`src/rtl/seltmo_pkg.sv`:
```
package seltmo_pkg;
  localparam int CODE_W = 3;

  // Conversion factor for a clock code; 0 and reserved 1 both mean 8.
  function automatic logic [3:0] conv_factor(input logic [CODE_W-1:0] code);
    if (code < 3'd2) conv_factor = 4'd8;
    else             conv_factor = {1'b0, code};
  endfunction
endpackage

```
`src/rtl/seltmo_regs.sv`:
```
module seltmo_regs
  import seltmo_pkg::*;
#(
  parameter int CNT_W = 8
) (
  input  logic              clk,
  input  logic              rst,
  input  logic              we,
  input  logic              sel,
  input  logic [CNT_W-1:0]  wdata,
  output logic [CODE_W-1:0] code_q,
  output logic [CNT_W-1:0]  count_q
);
  always_ff @(posedge clk) begin
    if (rst) begin
      code_q  <= '0;
      count_q <= '0;
    end else if (we) begin
      if (sel) count_q <= wdata;
      else     code_q  <= wdata[CODE_W-1:0];
    end
  end
endmodule

```
`src/rtl/seltmo_prescale.sv`:
```
module seltmo_prescale
  import seltmo_pkg::*;
#(
  parameter int BASE_CYCLES = 7682
) (
  input  logic              clk,
  input  logic              rst,
  input  logic              load,
  input  logic              run,
  input  logic [CODE_W-1:0] code,
  output logic              tick
);
  localparam int LEN_W = $clog2(BASE_CYCLES * 8 + 1);

  logic [LEN_W-1:0] len_q;
  logic [LEN_W-1:0] pre_q;
  logic [LEN_W-1:0] len_d;
  logic             last;

  assign len_d = LEN_W'(BASE_CYCLES * int'(conv_factor(code)));
  assign last  = (pre_q == len_q - 1'b1);
  assign tick  = run && last;

  always_ff @(posedge clk) begin
    if (rst) begin
      len_q <= '0;
      pre_q <= '0;
    end else if (load) begin
      len_q <= len_d;
      pre_q <= '0;
    end else if (run) begin
      pre_q <= last ? '0 : pre_q + 1'b1;
    end
  end
endmodule

```
`src/rtl/seltmo_units.sv`:
```
module seltmo_units #(
  parameter int CNT_W = 8
) (
  input  logic             clk,
  input  logic             rst,
  input  logic             start,
  input  logic             resp,
  input  logic             tick,
  input  logic [CNT_W-1:0] count,
  output logic             busy_o,
  output logic             expire_o
);
  localparam int U_W = CNT_W + 1;

  logic [U_W-1:0] limit_q;
  logic [U_W-1:0] units_q;
  logic [U_W-1:0] units_nx;

  assign units_nx = units_q + 1'b1;

  always_ff @(posedge clk) begin
    if (rst) begin
      busy_o   <= 1'b0;
      expire_o <= 1'b0;
      units_q  <= '0;
      limit_q  <= '0;
    end else begin
      expire_o <= 1'b0;
      if (start) begin
        busy_o  <= 1'b1;
        units_q <= '0;
        limit_q <= (count == '0) ? (U_W'(1) << CNT_W) : {1'b0, count};
      end else if (busy_o && resp) begin
        busy_o <= 1'b0;
      end else if (busy_o && tick) begin
        if (units_nx == limit_q) begin
          busy_o   <= 1'b0;
          expire_o <= 1'b1;
          units_q  <= '0;
        end else begin
          units_q <= units_nx;
        end
      end
    end
  end
endmodule

```
`src/rtl/seltmo_timer.sv`:
```
module seltmo_timer
  import seltmo_pkg::*;
#(
  parameter int BASE_CYCLES = 7682,
  parameter int CNT_W       = 8
) (
  input  logic             clk,
  input  logic             rst,
  input  logic             cfg_we,
  input  logic             cfg_sel,
  input  logic [CNT_W-1:0] cfg_wdata,
  input  logic             start_i,
  input  logic             resp_i,
  output logic             expire_o,
  output logic             busy_o
);
  logic [CODE_W-1:0] code_q;
  logic [CNT_W-1:0]  count_q;
  logic              tick;

  seltmo_regs #(.CNT_W(CNT_W)) i_regs (
    .clk(clk), .rst(rst), .we(cfg_we), .sel(cfg_sel), .wdata(cfg_wdata),
    .code_q(code_q), .count_q(count_q)
  );

  seltmo_prescale #(.BASE_CYCLES(BASE_CYCLES)) i_pre (
    .clk(clk), .rst(rst), .load(start_i), .run(busy_o),
    .code(code_q), .tick(tick)
  );

  seltmo_units #(.CNT_W(CNT_W)) i_units (
    .clk(clk), .rst(rst), .start(start_i), .resp(resp_i), .tick(tick),
    .count(count_q), .busy_o(busy_o), .expire_o(expire_o)
  );
endmodule

```
`config.mk`:
```
export PLATFORM = sky130hd
export DESIGN_NAME = seltmo_timer
export DESIGN_NICKNAME = d
export VERILOG_FILES = /design/src/rtl/seltmo_pkg.sv /design/src/rtl/seltmo_regs.sv /design/src/rtl/seltmo_prescale.sv /design/src/rtl/seltmo_units.sv /design/src/rtl/seltmo_timer.sv
export SDC_FILE = /design/constraint.sdc
export NUM_CORES = 1
export LEC_CHECK = 0
export BUFFER_PORTS_ARGS = -buffer_cell sky130_fd_sc_hd__buf_4
export CAP_MARGIN = 0
export CORE_MARGIN = 2
export CORE_UTILIZATION = 65
export DETAILED_ROUTE_END_ITERATION = 6
export HOLD_SLACK_MARGIN = 0.02
export PLACE_DENSITY = 0.84
export SLEW_MARGIN = 5
export SYNTH_ARGS = -nofsm -noshare
export SYNTH_HDL_FRONTEND = slang
export SYNTH_SLANG_ARGS = --single-unit
```
`constraint.sdc`:
```
create_clock -name clk -period 6.6 [get_ports clk]
set_clock_uncertainty 0.15 [all_clocks]
set_input_delay 0 -clock clk [delete_from_list [all_inputs] [get_ports clk]]
set_output_delay 0 -clock clk [all_outputs]
set_load 0.02 [all_outputs]
```
=== After elaboration in Yosys (flattened, before gate mapping) ===
Cells that the tools add are included.

* Add/sub/neg operators: 3
* Multiply operators: 1
* Divide/modulo/power cells: 0
* $lt $le $gt $ge: 1
* Eq/ne operators: 2
* Shift-type cells: 0
* Multiplexer cells: 9
* Bitwise operators: 3
* Reductions and logical operators: 12

{| class="wikitable"
|+ Operators with widths
! cell !! number
|-
| $mux W9 || 2
|-
| $add A16 B1 Y16 const B || 1
|-
| $eq A16 B16 Y1 || 1
|-
| $mux W16 || 1
|-
| $sub A16 B1 Y16 const B || 1
|-
| $mul A12 B4 Y15 const A || 1
|-
| $add A9 B1 Y9 const B || 1
|-
| $eq A9 B9 Y1 || 1
|-
| $logic_not A8 Y1 || 1
|-
| $reduce_and A2 Y1 || 4
|-
| $reduce_bool A3 Y1 || 2
|-
| $mux W1 || 5
|-
| $mux W4 || 1
|-
| $reduce_or A4 Y1 || 1
|-
| $logic_and A1 B1 Y1 || 3
|-
| $lt A3 B2 Y1 const B || 1
|-
| $not A1 Y1 || 3
|-
| $reduce_or A2 Y1 || 1
|}

* Flip-flop bits (word level): 62
* Latch bits: 0
* Bits in writable memories: 0
* Memory bits (read-only): 0
* Input bits: 14
* Output and inout bits: 2
* Word-level logic and storage cells: 39
* Memories: 0

=== Logic depth before layout (Yosys ltp) ===
Gate-level depths: netlist (run 1).

* Depth after elaboration: 7
* Depth in mapped cells: 12
* Depth with buffers taken out: 11

=== By module ===
Synthesis (run 1) repeated with hierarchy kept, for this count alone.

* Cell total of the unflattened synthesis: 399
* Area total of the unflattened synthesis: 3626.0 um^2

{| class="wikitable"
|+ Modules (own cells, without submodules)
! module !! times used !! cells an instance !! area an instance (um^2) !! sequential area each (um^2)
|-
| seltmo_prescale || 1 || 218 || 1914.3 || 520.5
|-
| seltmo_units || 1 || 134 || 1196.1 || 400.4
|-
| seltmo_regs || 1 || 47 || 515.5 || 220.2
|}

=== Least setup slack after synthesis (run 1) ===
Ideal clock, no wire load.

* Path kind: reg2reg
* From: register i_pre.len_q[9]
* To: register i_units.units_q[7]
* Setup time: 0.127 ns
* Data arrival time: 2.557 ns
* Required time: 6.323 ns
* Path slack: 3.766 ns
* Stages on the path, launching flop included: 13
* Buffers on the path: 3
* Period minus slack after synthesis: 2.834 ns
* Cells stage by stage: dfxtp_1 > buf_6 > inv_1 > ha_1 > or3b_1 > clkbuf_1 > nor3_1 > xnor2_1 > o2111ai_2 > or3_1 > buf_6 > and3_1 > or3_1

* Word-level cells in the longest chain between the ends: 5

{| class="wikitable"
|+ Ends and longest elaborated chain
! what !! RTL line !! source
|-
| start, declared || seltmo_prescale.sv:15 || <nowiki>logic [LEN_W-1:0] len_q;</nowiki>
|-
| start signal, assigned || seltmo_prescale.sv:29 || <nowiki>len_q <= len_d;</nowiki>
|-
| $sub A16 B1 Y16 || seltmo_prescale.sv:21 || <nowiki>assign last = (pre_q == len_q - 1'b1);</nowiki>
|-
| $eq A16 B16 Y1 || seltmo_prescale.sv:21 ||
|-
| $logic_and A1 B1 Y1 || seltmo_prescale.sv:22 || <nowiki>assign tick = run && last;</nowiki>
|-
| $logic_and A1 B1 Y1 || seltmo_units.sv:35 || <nowiki>end else if (busy_o && tick) begin</nowiki>
|-
| $reduce_and A2 Y1 (no source line) || - ||
|-
| end signal, assigned || seltmo_units.sv:41 || <nowiki>units_q <= units_nx;</nowiki>
|-
| end, declared || seltmo_units.sv:16 || <nowiki>logic [U_W-1:0] units_q;</nowiki>
|}

No other way between the ends.
A chain may end at the register's enable or synchronous reset.

=== Final worst setup path (run 1) ===
* From: register i_regs.code_q[1]
* To: register i_pre.len_q[15]

* Word-level cells in the longest chain between the ends: 3

{| class="wikitable"
|+ Ends and longest elaborated chain
! what !! RTL line !! source
|-
| start, declared || seltmo_regs.sv:11 || <nowiki>output logic [CODE_W-1:0] code_q,</nowiki>
|-
| start signal, assigned || seltmo_regs.sv:20 || <nowiki>else code_q <= wdata[CODE_W-1:0];</nowiki>
|-
| $lt A3 B2 Y1 || seltmo_pkg.sv:6 || <nowiki>if (code < 3'd2) conv_factor = 4'd8;</nowiki>
|-
| $mux W4 * || seltmo_pkg.sv:6 ||
|-
| $mul A12 B4 Y15 * || seltmo_prescale.sv:20 || <nowiki>assign len_d = LEN_W'(BASE_CYCLES * int'(conv_factor(code)));</nowiki>
|}

Mark *: on every way between the ends. The rest lies on a longest branch, timed or not.

==> out/metrics.cfg, run 1 <==
[power]
p_per_area_nw_per_um2 = 206
peakVddDrop_uv = 178
cellLeakagePower_uw = 0.00157

[detailed_routing]
drt-total-wl_mm = 8.61
first_pass_iters = 5
drc = 0
postRouteAntennaNets = 0
drt-met1-wl_mm = 3.57
routed-wl-met3_um = 387
vias = 3011
vias_per_cell = 6.07
post_drt_wl_per_cell_um = 17.4
route.met2.wl_mm = 4.40
drt_iter0_markers = 269
top_layer_used = met4

[timing]
finalSetupViolCount = 0
whs_ns = 0.0497
post-route-period-util_pct = 49.7
hold_violations = 0
fmax_mhz = 305
fin_tns_setup_ns = 0
slew_violations = 0
relSlewSlack_pct = 58.2
min_period_ns = 3.28
fin_ws_ns = 3.32
tightest_slew_ns = 0.622
rsz0062_at_grt = false

[synth]
synthAdderAreaFrac_pct = 5.97
avgSynthCellArea_um2 = 8.40
synth_xor_xnor_area_share_pct = 11.0
synth-main-ff-cell = dfxtp_1
netlist_instances = 389
synth_top_family_by_area = simple AND/OR/NAND/NOR gates
synth_mux_area_share_pct = 5.97
synth_cell_types = 52
ys_ff_latch = 57
synth_common_cells = 57 x dfxtp_1, 48 x nor2_1, 26 x nand2_1
synth_nets = 418
yosys.area_share.simple_pct = 26.2
ys_warn_count = 0
yosysMostFrequentCell = dfxtp_1
async_flop_share_pct = 0
synth_compound_area_share_pct = 11.6
yosysSeqAreaShare_pct = 34.9
yosys-top-cells-area = dfxtp_1 35%, xnor2_1 6.2%, nor2_1 5.5%
yosys.area.top_type = dfxtp_1
synth-edff-count = 0
netlist_area_um2 = 3270
yosysTopAreaCellShare_pct = 34.9

[finish]
regArea_um2 = 1140
finalNetCount = 453
diodes = 0
multi_input_area_um2 = 1980
syn_to_final_growth_pct = 18.8
n_fill_cell = 285
layout-drive-gt1-share_pct = 9.56

[global_routing]
grt_pass1_vias = 2868
grt-ovfl-total = 0
antenna_found_initial = 0
grt_max_degree = 34
grt_pass1_wl_mm = 13.9
grt_use_total_pct = 33.5

[setup_path]
crit_top_cell = ha_1
worst-path-max-fanout = 5
cp_data_required_time_ns = 6.69
crit_path_cell_trace = inv_1, ha_1, nor2b_1, ha_1, ha_1, fa_1, a21oi_1, o21ai_0, xor2_1, a211oi_1
cpMaxStageDelayCell = dfxtp_1
r2r_setup_slack_ns = 3.32
worstSetupStartpointType = register
cp-end-kind = register
path_class = register to register
max_stage_delay_ns = 0.41
cp_data_arrival_time_ns = 3.37

[die]
fp-row-count = 25
fp.coreArea_um2 = 4790
initial_core_util_pct = 68.3
die_area_um2 = 5610
dieHeight_um = 74.9
io-pin-count = 16
chipWidth_um = 74.9

[status]
status = complete, no violations

[placed_design]
dp_hpwl_mm = 4.80
dp_slack_ns = 3.59
port_buffers = 15
gp_congestion = 0.925

[hold_path]
hold_class = primary input to register

[clock_tree]
cts-buffers-inserted = 9
cts_num_sinks = 57
root_buffer = clkbuf_8
clk_pin_slew_ns = 0.07
cts.htree.levels = 3
clock_path_buffers = 2
cts_resized = 0
clk_latency_ns = 0.35
cts_tree = done
post_cts_buffers = 0

[flow_run]
drv_cap = 0

==> placed cells by master (no fill, tap or decap), types with 12 or more instances in the layout <==
| cell type | n |
|---|---|
| a21oi_1 | 23 |
| inv_1 | 12 |
| xor2_1 | 18 |
| ha_1 | 14 |
| nor2_1 | 48 |
| nand3_1 | 22 |
| buf_4 | 15 |
| xnor2_1 | 23 |
| dlygate4sd3_1 | 31 |
| nand2_1 | 26 |
| dfxtp_1 | 57 |
| mux2i_1 | 15 |
==> logic make-up (layout without fill, tap and decap cells) <==
kind of cell / Yosys count / in the layout
xor gates and xnor gates: 41 / 41
DFF: 57 / 57
AOI/OAI and AO/OA: 58 / 58
buffers and inverters: 34 / 74
adders and majority gates: 15 / 15
muxes: 18 / 18
and+or+nand+nor: 166 / 166
==> path summary, 6_finish.rpt <==
check,from,to,cells after the start
worst max-delay path,i_regs.code_q[1],i_pre.len_q[15],10
worst min-delay path,resp_i,i_units.expire_o,3
worst max register to register,i_regs.code_q[1],i_pre.len_q[15],10
worst min register to register,i_pre.len_q[14],i_pre.len_q[14],2
==> metal layers <==
metal / vias to the layer above / GRT usage [%]
met5: - / 0
met1: 1428 / 38.9
met3: 28 / 8.57
li1: 1446 / -
met2: 109 / 57.4
met4: 0 / 16.1
==> critical path, delay by kind of cell, from the launching register on <==
| family | cells | cell delay [ns] |
|---|---|---|
| adder cells (fa/ha/maj) | 4 | 1.26 |
| AND/OR/NAND/NOR | 1 | 0.40 |
| AO/OA/AOI/OAI | 3 | 0.64 |
| flip-flops | 1 | 0.41 |
| XOR/XNOR | 1 | 0.17 |
| buffers and inverters | 1 | 0.13 |
==> report_power, final <==
group	internal [uW]	total (uW)	switching [uW]
Combinational	42.6	89.4	46.8
Clock	195	346	151
Sequential	353	363	10.6
==> through the flow <==
stage	instances	cell area, um2	power, uW	util [%]
final	496	3880	798	81.1
after floorplan	389	3270	422	-
after detailed placement	449	3370	440	70.3
after CTS	496	3880	789	81.1
after global placement	449	3370	437	70.3
after global routing	496	3880	821	81.1
==> area by class of cell <==
cell class / instances / share of cell area (%)
Timing Repair Buffer: 46 / 10.9
Clock inverter: 4 / 1.32
Clock buffer: 12 / 4.00
Sequential cell: 57 / 29.4
Inverter: 12 / 1.16
Tap cell: 67 / 2.16
Multi-Input combinational cell: 298 / 51.1
==> sequential cells by signal, summed over array words and instances, names as in the netlist <==
register and flops:
i_units.busy_o 1, i_units.limit_q 9, i_pre.pre_q 16, i_units.expire_o 1
i_pre.len_q 10, i_units.units_q 9, i_regs.code_q 3, i_regs.count_q 8
==> timing repair <==
item,CTS,global route
endpoints found under the hold margin,31,0
setup endpoints to repair,0,0
hold buffers,31,0
(Power assumes the default switching activity.)
==> inputs of run 2 (changes only) <==
--- a/config.mk
+++ b/config.mk
@@ -8,10 +8,10 @@
 export BUFFER_PORTS_ARGS = -buffer_cell sky130_fd_sc_hd__buf_4
 export CAP_MARGIN = 0
 export CORE_MARGIN = 2
-export CORE_UTILIZATION = 65
+export CORE_UTILIZATION = 55
 export DETAILED_ROUTE_END_ITERATION = 6
 export HOLD_SLACK_MARGIN = 0.02
-export PLACE_DENSITY = 0.84
+export PLACE_DENSITY = 0.76
 export SLEW_MARGIN = 5
 export SYNTH_ARGS = -nofsm -noshare
 export SYNTH_HDL_FRONTEND = slang
==> constraint.sdc (replaced) <==
create_clock -name clk -period 2.8 [get_ports clk]
set_clock_uncertainty 0.15 [all_clocks]
set_input_delay 0 -clock clk [delete_from_list [all_inputs] [get_ports clk]]
set_output_delay 0 -clock clk [all_outputs]
set_load 0.02 [all_outputs]
==> out/metrics.cfg, run 2 (same netlist as run 1, synthesis figures left out) <==
[status]
status = complete, no violations

[hold_path]
hold_class = primary input to register
hold_path_depth = 3
whs_endpoint = i_units.expire_o
hold_start = resp_i

[detailed_routing]
drt_iter0_markers = 266
vias = 3055
postRouteAntennaNets = 0
drt-total-wl_mm = 8.78
drc = 0
vias_per_cell = 5.92
post_drt_wl_per_cell_um = 17.0
first_pass_iters = 5

[power]
comb_power_share_pct = 12.1
cellLeakagePower_uw = 0.00164
finalPower_uw = 1980
clkPwrFrac_pct = 44.9
switching_share_pct = 26.5
switchingPower_uw = 525
seqPwrFrac_pct = 43.0
p_per_area_nw_per_um2 = 485
peakVddDrop_uv = 474
internal_power_uw = 1460

[clock_tree]
clk_latency_ns = 0.35
cts.htree.levels = 3
cts-buffers-inserted = 9
clock_path_buffers = 2
clk_pin_slew_ns = 0.08
cts_num_sinks = 57
root_buffer = clkbuf_8
cts_tree = done

[finish]
diodes = 0
mostFrequentLayoutCells = 55 x dfxtp_1, 48 x nor2_1, 31 x dlygate4sd3_1
largest_reg_flops = 16
layout_commonest_cell = dfxtp_1
finalNetCount = 465
syn_to_final_growth_pct = 25.0
fin_area_um2 = 4090
layout-drive-gt1-share_pct = 17.0
top_register = i_pre.pre_q
fin_util_pct = 70.2
reg_top3 = i_pre.pre_q x16, i_pre.len_q x10

[die]
fp-row-count = 28
fp.coreArea_um2 = 5820
chipWidth_um = 81.1
die_area_um2 = 6570
io-pin-count = 16
initial_core_util_pct = 56.2
dieHeight_um = 81.1

[setup_path]
cp_data_required_time_ns = 2.88
cp_data_arrival_time_ns = 2.83
r2r_start = i_pre.len_q[9]
r2r_setup_slack_ns = 0.05
worst-path-max-fanout = 7
path_class = register to register
r2r_end = i_units.units_q[7]
worst_r2r_path_depth = 7
cp-end-kind = register
worstSetupStartpointType = register

[timing]
tightest_slew_ns = 0.473
fin_tns_setup_ns = 0
finalSetupViolCount = 0
relSlewSlack_pct = 68.2
min_period_ns = 2.75
slew_violations = 0
hold_violations = 0
post-route-period-util_pct = 98.0
fmax_mhz = 364

[global_routing]
grt_pass1_vias = 2919
grt_use_total_pct = 28.8
grt_max_degree = 34
grt-ovfl-total = 0
grt_pass1_wl_mm = 14.2
antenna_found_initial = 0

[flow_run]
drv_cap = 0

[placed_design]
dp_hpwl_mm = 5.11
port_buffers = 15
gp_congestion = 0.862
placed_cell_area_um2 = 3480

## run 2: changes by cell type in the layout (fill, tap and decap cells not counted), moves of 3 or more
cell,before,now
nor3_2,0,4
nor3_1,9,5
ha_1,14,11
buf_4,15,27
## run 2: final cells by class
cell class	count	area, um2
multi-input cells	298	2060
fillers	423	1730
flip-flops and latches	57	1140
repair buffers	58	513
clock buffers	9	124
clock inverters	7	103
well taps	75	93.8
inverters	12	45.0
## run 2: critical path, cell delays in order (launching register included)
cell and delay [ns]:
dfxtp_1 0.38, or4_4 0.61, xnor2_1 0.22, a22o_2 0.18, o2111ai_2 0.15, or3_4 0.45, and3_1 0.18, or3_1 0.31
## run 2: worst max path at each step
stage	start	cells past startpoint	slack, ns	endpoint
after floorplan	i_pre.len_q[9]	12	0.05	i_units.units_q[7]
final	i_pre.len_q[9]	7	0.05	i_units.units_q[7]
after detailed placement	i_regs.code_q[1]	10	-0.03	i_pre.len_q[15]
after CTS	i_pre.len_q[2]	9	0.02	i_pre.pre_q[3]
after global placement	i_regs.code_q[1]	10	0.02	i_pre.len_q[15]
after global routing	i_pre.len_q[9]	7	-0.01	i_units.units_q[7]
## run 2: metrics by stage
stage               setup slack (ns)  std cells  hold WS, ns
global route                 -0.0104        516        0.116
detailed placement           -0.0269        468        0.104
finish                        0.0547        516       0.0827
global placement              0.0246        468       0.0999
CTS                           0.0161        515       0.0488
floorplan                     0.0515        389      -0.0114
## run 2: power by group through the flow
stage	sequential (uW)	combinational, uW	clock (uW)
6_report	852	239	890
3_5_place_dp	867	179	0
3_3_place_gp	866	173	0
5_1_grt	855	256	942
4_1_cts	849	213	898
2_1_floorplan	864	135	0
## run 2: what timing repair did
action                     CTS  global route
pin swaps                    0             1
hold buffers                31             0
hold endpoints to repair    31             0
setup endpoints to repair    3            23
setup buffers                0             1
gates resized for setup      3            15
## run 2: metal layers
layer  global-route usage, %  vias to the layer above  routed length (um)
met5                       0                        -                   0
met2                    46.2                      133                4210
met4                    18.1                        0                 406
met3                    7.22                       32                 418
met1                    34.5                     1423                3740
li1                        -                     1467                   -
==> inputs of run 3 (changes only) <==
--- a/config.mk
+++ b/config.mk
@@ -11,7 +11,7 @@
 export CORE_UTILIZATION = 55
 export DETAILED_ROUTE_END_ITERATION = 6
 export HOLD_SLACK_MARGIN = 0.02
-export PLACE_DENSITY = 0.76
+export PLACE_DENSITY = 0.87
 export SLEW_MARGIN = 5
 export SYNTH_ARGS = -nofsm -noshare
 export SYNTH_HDL_FRONTEND = slang
==> out/metrics.cfg, run 3 (same netlist as run 1, synthesis figures left out) <==
[setup_path]
cp_data_required_time_ns = 2.88
cp-end-kind = register
worst-path-max-fanout = 7
worstSetupStartpointType = register
cp-startpoint = i_pre.len_q[2]
cp_data_arrival_time_ns = 2.75
max_stage_delay_ns = 0.42
path_class = register to register
r2r_start = i_pre.len_q[2]
crit_path_cell_trace = inv_2, ha_4, or3b_4, nor3_2, a22o_2, o2111ai_2, or3_4, and3_1, or3_1
cpMaxStageDelayCell = or3b_4
worst_r2r_path_depth = 9

[timing]
relSlewSlack_pct = 68.9
post-route-period-util_pct = 95.5
fmax_mhz = 374
tightest_slew_ns = 0.464
hold_violations = 0
min_period_ns = 2.67
rsz0062_at_grt = false
finalSetupViolCount = 0
fin_tns_setup_ns = 0
slew_violations = 0

[clock_tree]
clk_latency_ns = 0.35
cts.htree.levels = 3
clk_pin_slew_ns = 0.07
cts_num_sinks = 57
cts-buffers-inserted = 9
clock_path_buffers = 2
post_cts_buffers = 0
root_buffer = clkbuf_8
cts_tree = done

[status]
status = complete, no violations

[die]
fp.coreArea_um2 = 5820
die_area_um2 = 6570
chipWidth_um = 81.1
dieHeight_um = 81.1
io-pin-count = 16
initial_core_util_pct = 56.2
fp-row-count = 28

[detailed_routing]
drt-total-wl_mm = 8.22
vias = 3036
postRouteAntennaNets = 0
drc = 0
vias_per_cell = 5.93
first_pass_iters = 5
drt_iter0_markers = 321
post_drt_wl_per_cell_um = 16.1

[power]
switchingPower_uw = 497
comb_power_share_pct = 11.2
internal_power_uw = 1530
clkPwrFrac_pct = 46.9
switching_share_pct = 24.5
p_per_area_nw_per_um2 = 497
finalPower_uw = 2030
cellLeakagePower_uw = 0.00165
peakVddDrop_uv = 344
seqPwrFrac_pct = 41.9

[finish]
syn_to_final_growth_pct = 24.9
finalNetCount = 461
layout_commonest_cell = dfxtp_1
diodes = 0
layout-drive-gt1-share_pct = 16.7
reg_top3 = i_pre.pre_q x16, i_pre.len_q x10
mostFrequentLayoutCells = 54 x dfxtp_1, 48 x nor2_1, 30 x dlygate4sd3_1
largest_reg_flops = 16
fin_util_pct = 70.2
top_register = i_pre.pre_q

[global_routing]
grt_max_degree = 34
grt-ovfl-total = 0
grt_pass1_vias = 2816
grt_use_total_pct = 25.7
grt_pass1_wl_mm = 13.0
antenna_found_initial = 0

[placed_design]
gp_congestion = 0.887
port_buffers = 15
dp_hpwl_mm = 5.10

[hold_path]
hold_path_depth = 3
hold_class = primary input to register
hold_start = resp_i

[flow_run]
drv_cap = 0

## run 3: cell types whose count changed in the layout (fill, tap and decap cells not counted), sizes merged
cell	previous run	this run
buf	27	24
bufinv	2	3
clkinvlp	1	2
dlygate4sd3	31	30
inv	14	12
## run 3: final timing paths
kind                                            to  slack, ns
worst max-delay path            i_units.units_q[7]       0.13
worst min-delay path              i_units.expire_o       0.07
worst max register to register  i_units.units_q[7]       0.13
worst min register to register  i_units.limit_q[8]       0.33
## run 3: power groups by stage
stage / clock network [uW] / registers, uW / logic (uW)
floorplan: 0 / 864 / 135
global placement: 0 / 866 / 170
detailed placement: 0 / 868 / 175
CTS: 953 / 849 / 206
global route: 989 / 853 / 245
finish: 952 / 851 / 227
## run 3: stage by stage
step                      hold WS [ns]  setup WS [ns]  instances  area (um2)
after floorplan                -0.0114         0.0515        389        3300
after global placement          0.0955         0.0408        466        3470
after detailed placement         0.105        -0.0491        466        3470
after CTS                       0.0239         0.0176        512        4020
after global routing            0.0544        0.00452        512        4080
final                           0.0687          0.127        512        4080
## run 3: cell type report
cell class                 instances  area [um2]
clock buffer                       9         124
fill                             420        1730
timing repair buffer              54         480
sequential                        57        1140
clock inverter                     7         119
multi-input combinational        298        2070
tap                               75        93.8
inverter                          12        45.0
## run 3: per-layer routing
| metal | routed length, um | vias up | global-route usage [%] |
|---|---|---|---|
| met5 | 0 | - | 0 |
| met4 | 232 | 0 | 10.7 |
| met3 | 411 | 24 | 5.44 |
| met2 | 4090 | 106 | 43.6 |
| met1 | 3490 | 1451 | 31.6 |
| li1 | - | 1455 | - |
## run 3: critical path, delay by kind of cell (launching register included)
kind | cells | cell delay (ns)
AOI/OAI and AO/OA | 2 | 0.34
buffers and inverters | 1 | 0.10
DFF | 1 | 0.37
adders and majority gates | 1 | 0.13
and+or+nand+nor | 5 | 1.47
## run 3: repair_timing
| action | CTS | global route |
|---|---|---|
| endpoints found under the setup margin | 3 | 14 |
| pin swaps | 0 | 3 |
| cloned | 0 | 0 |
| hold endpoints to repair | 31 | 0 |
| hold buffers | 30 | 0 |
| gates resized for setup | 2 | 18 |
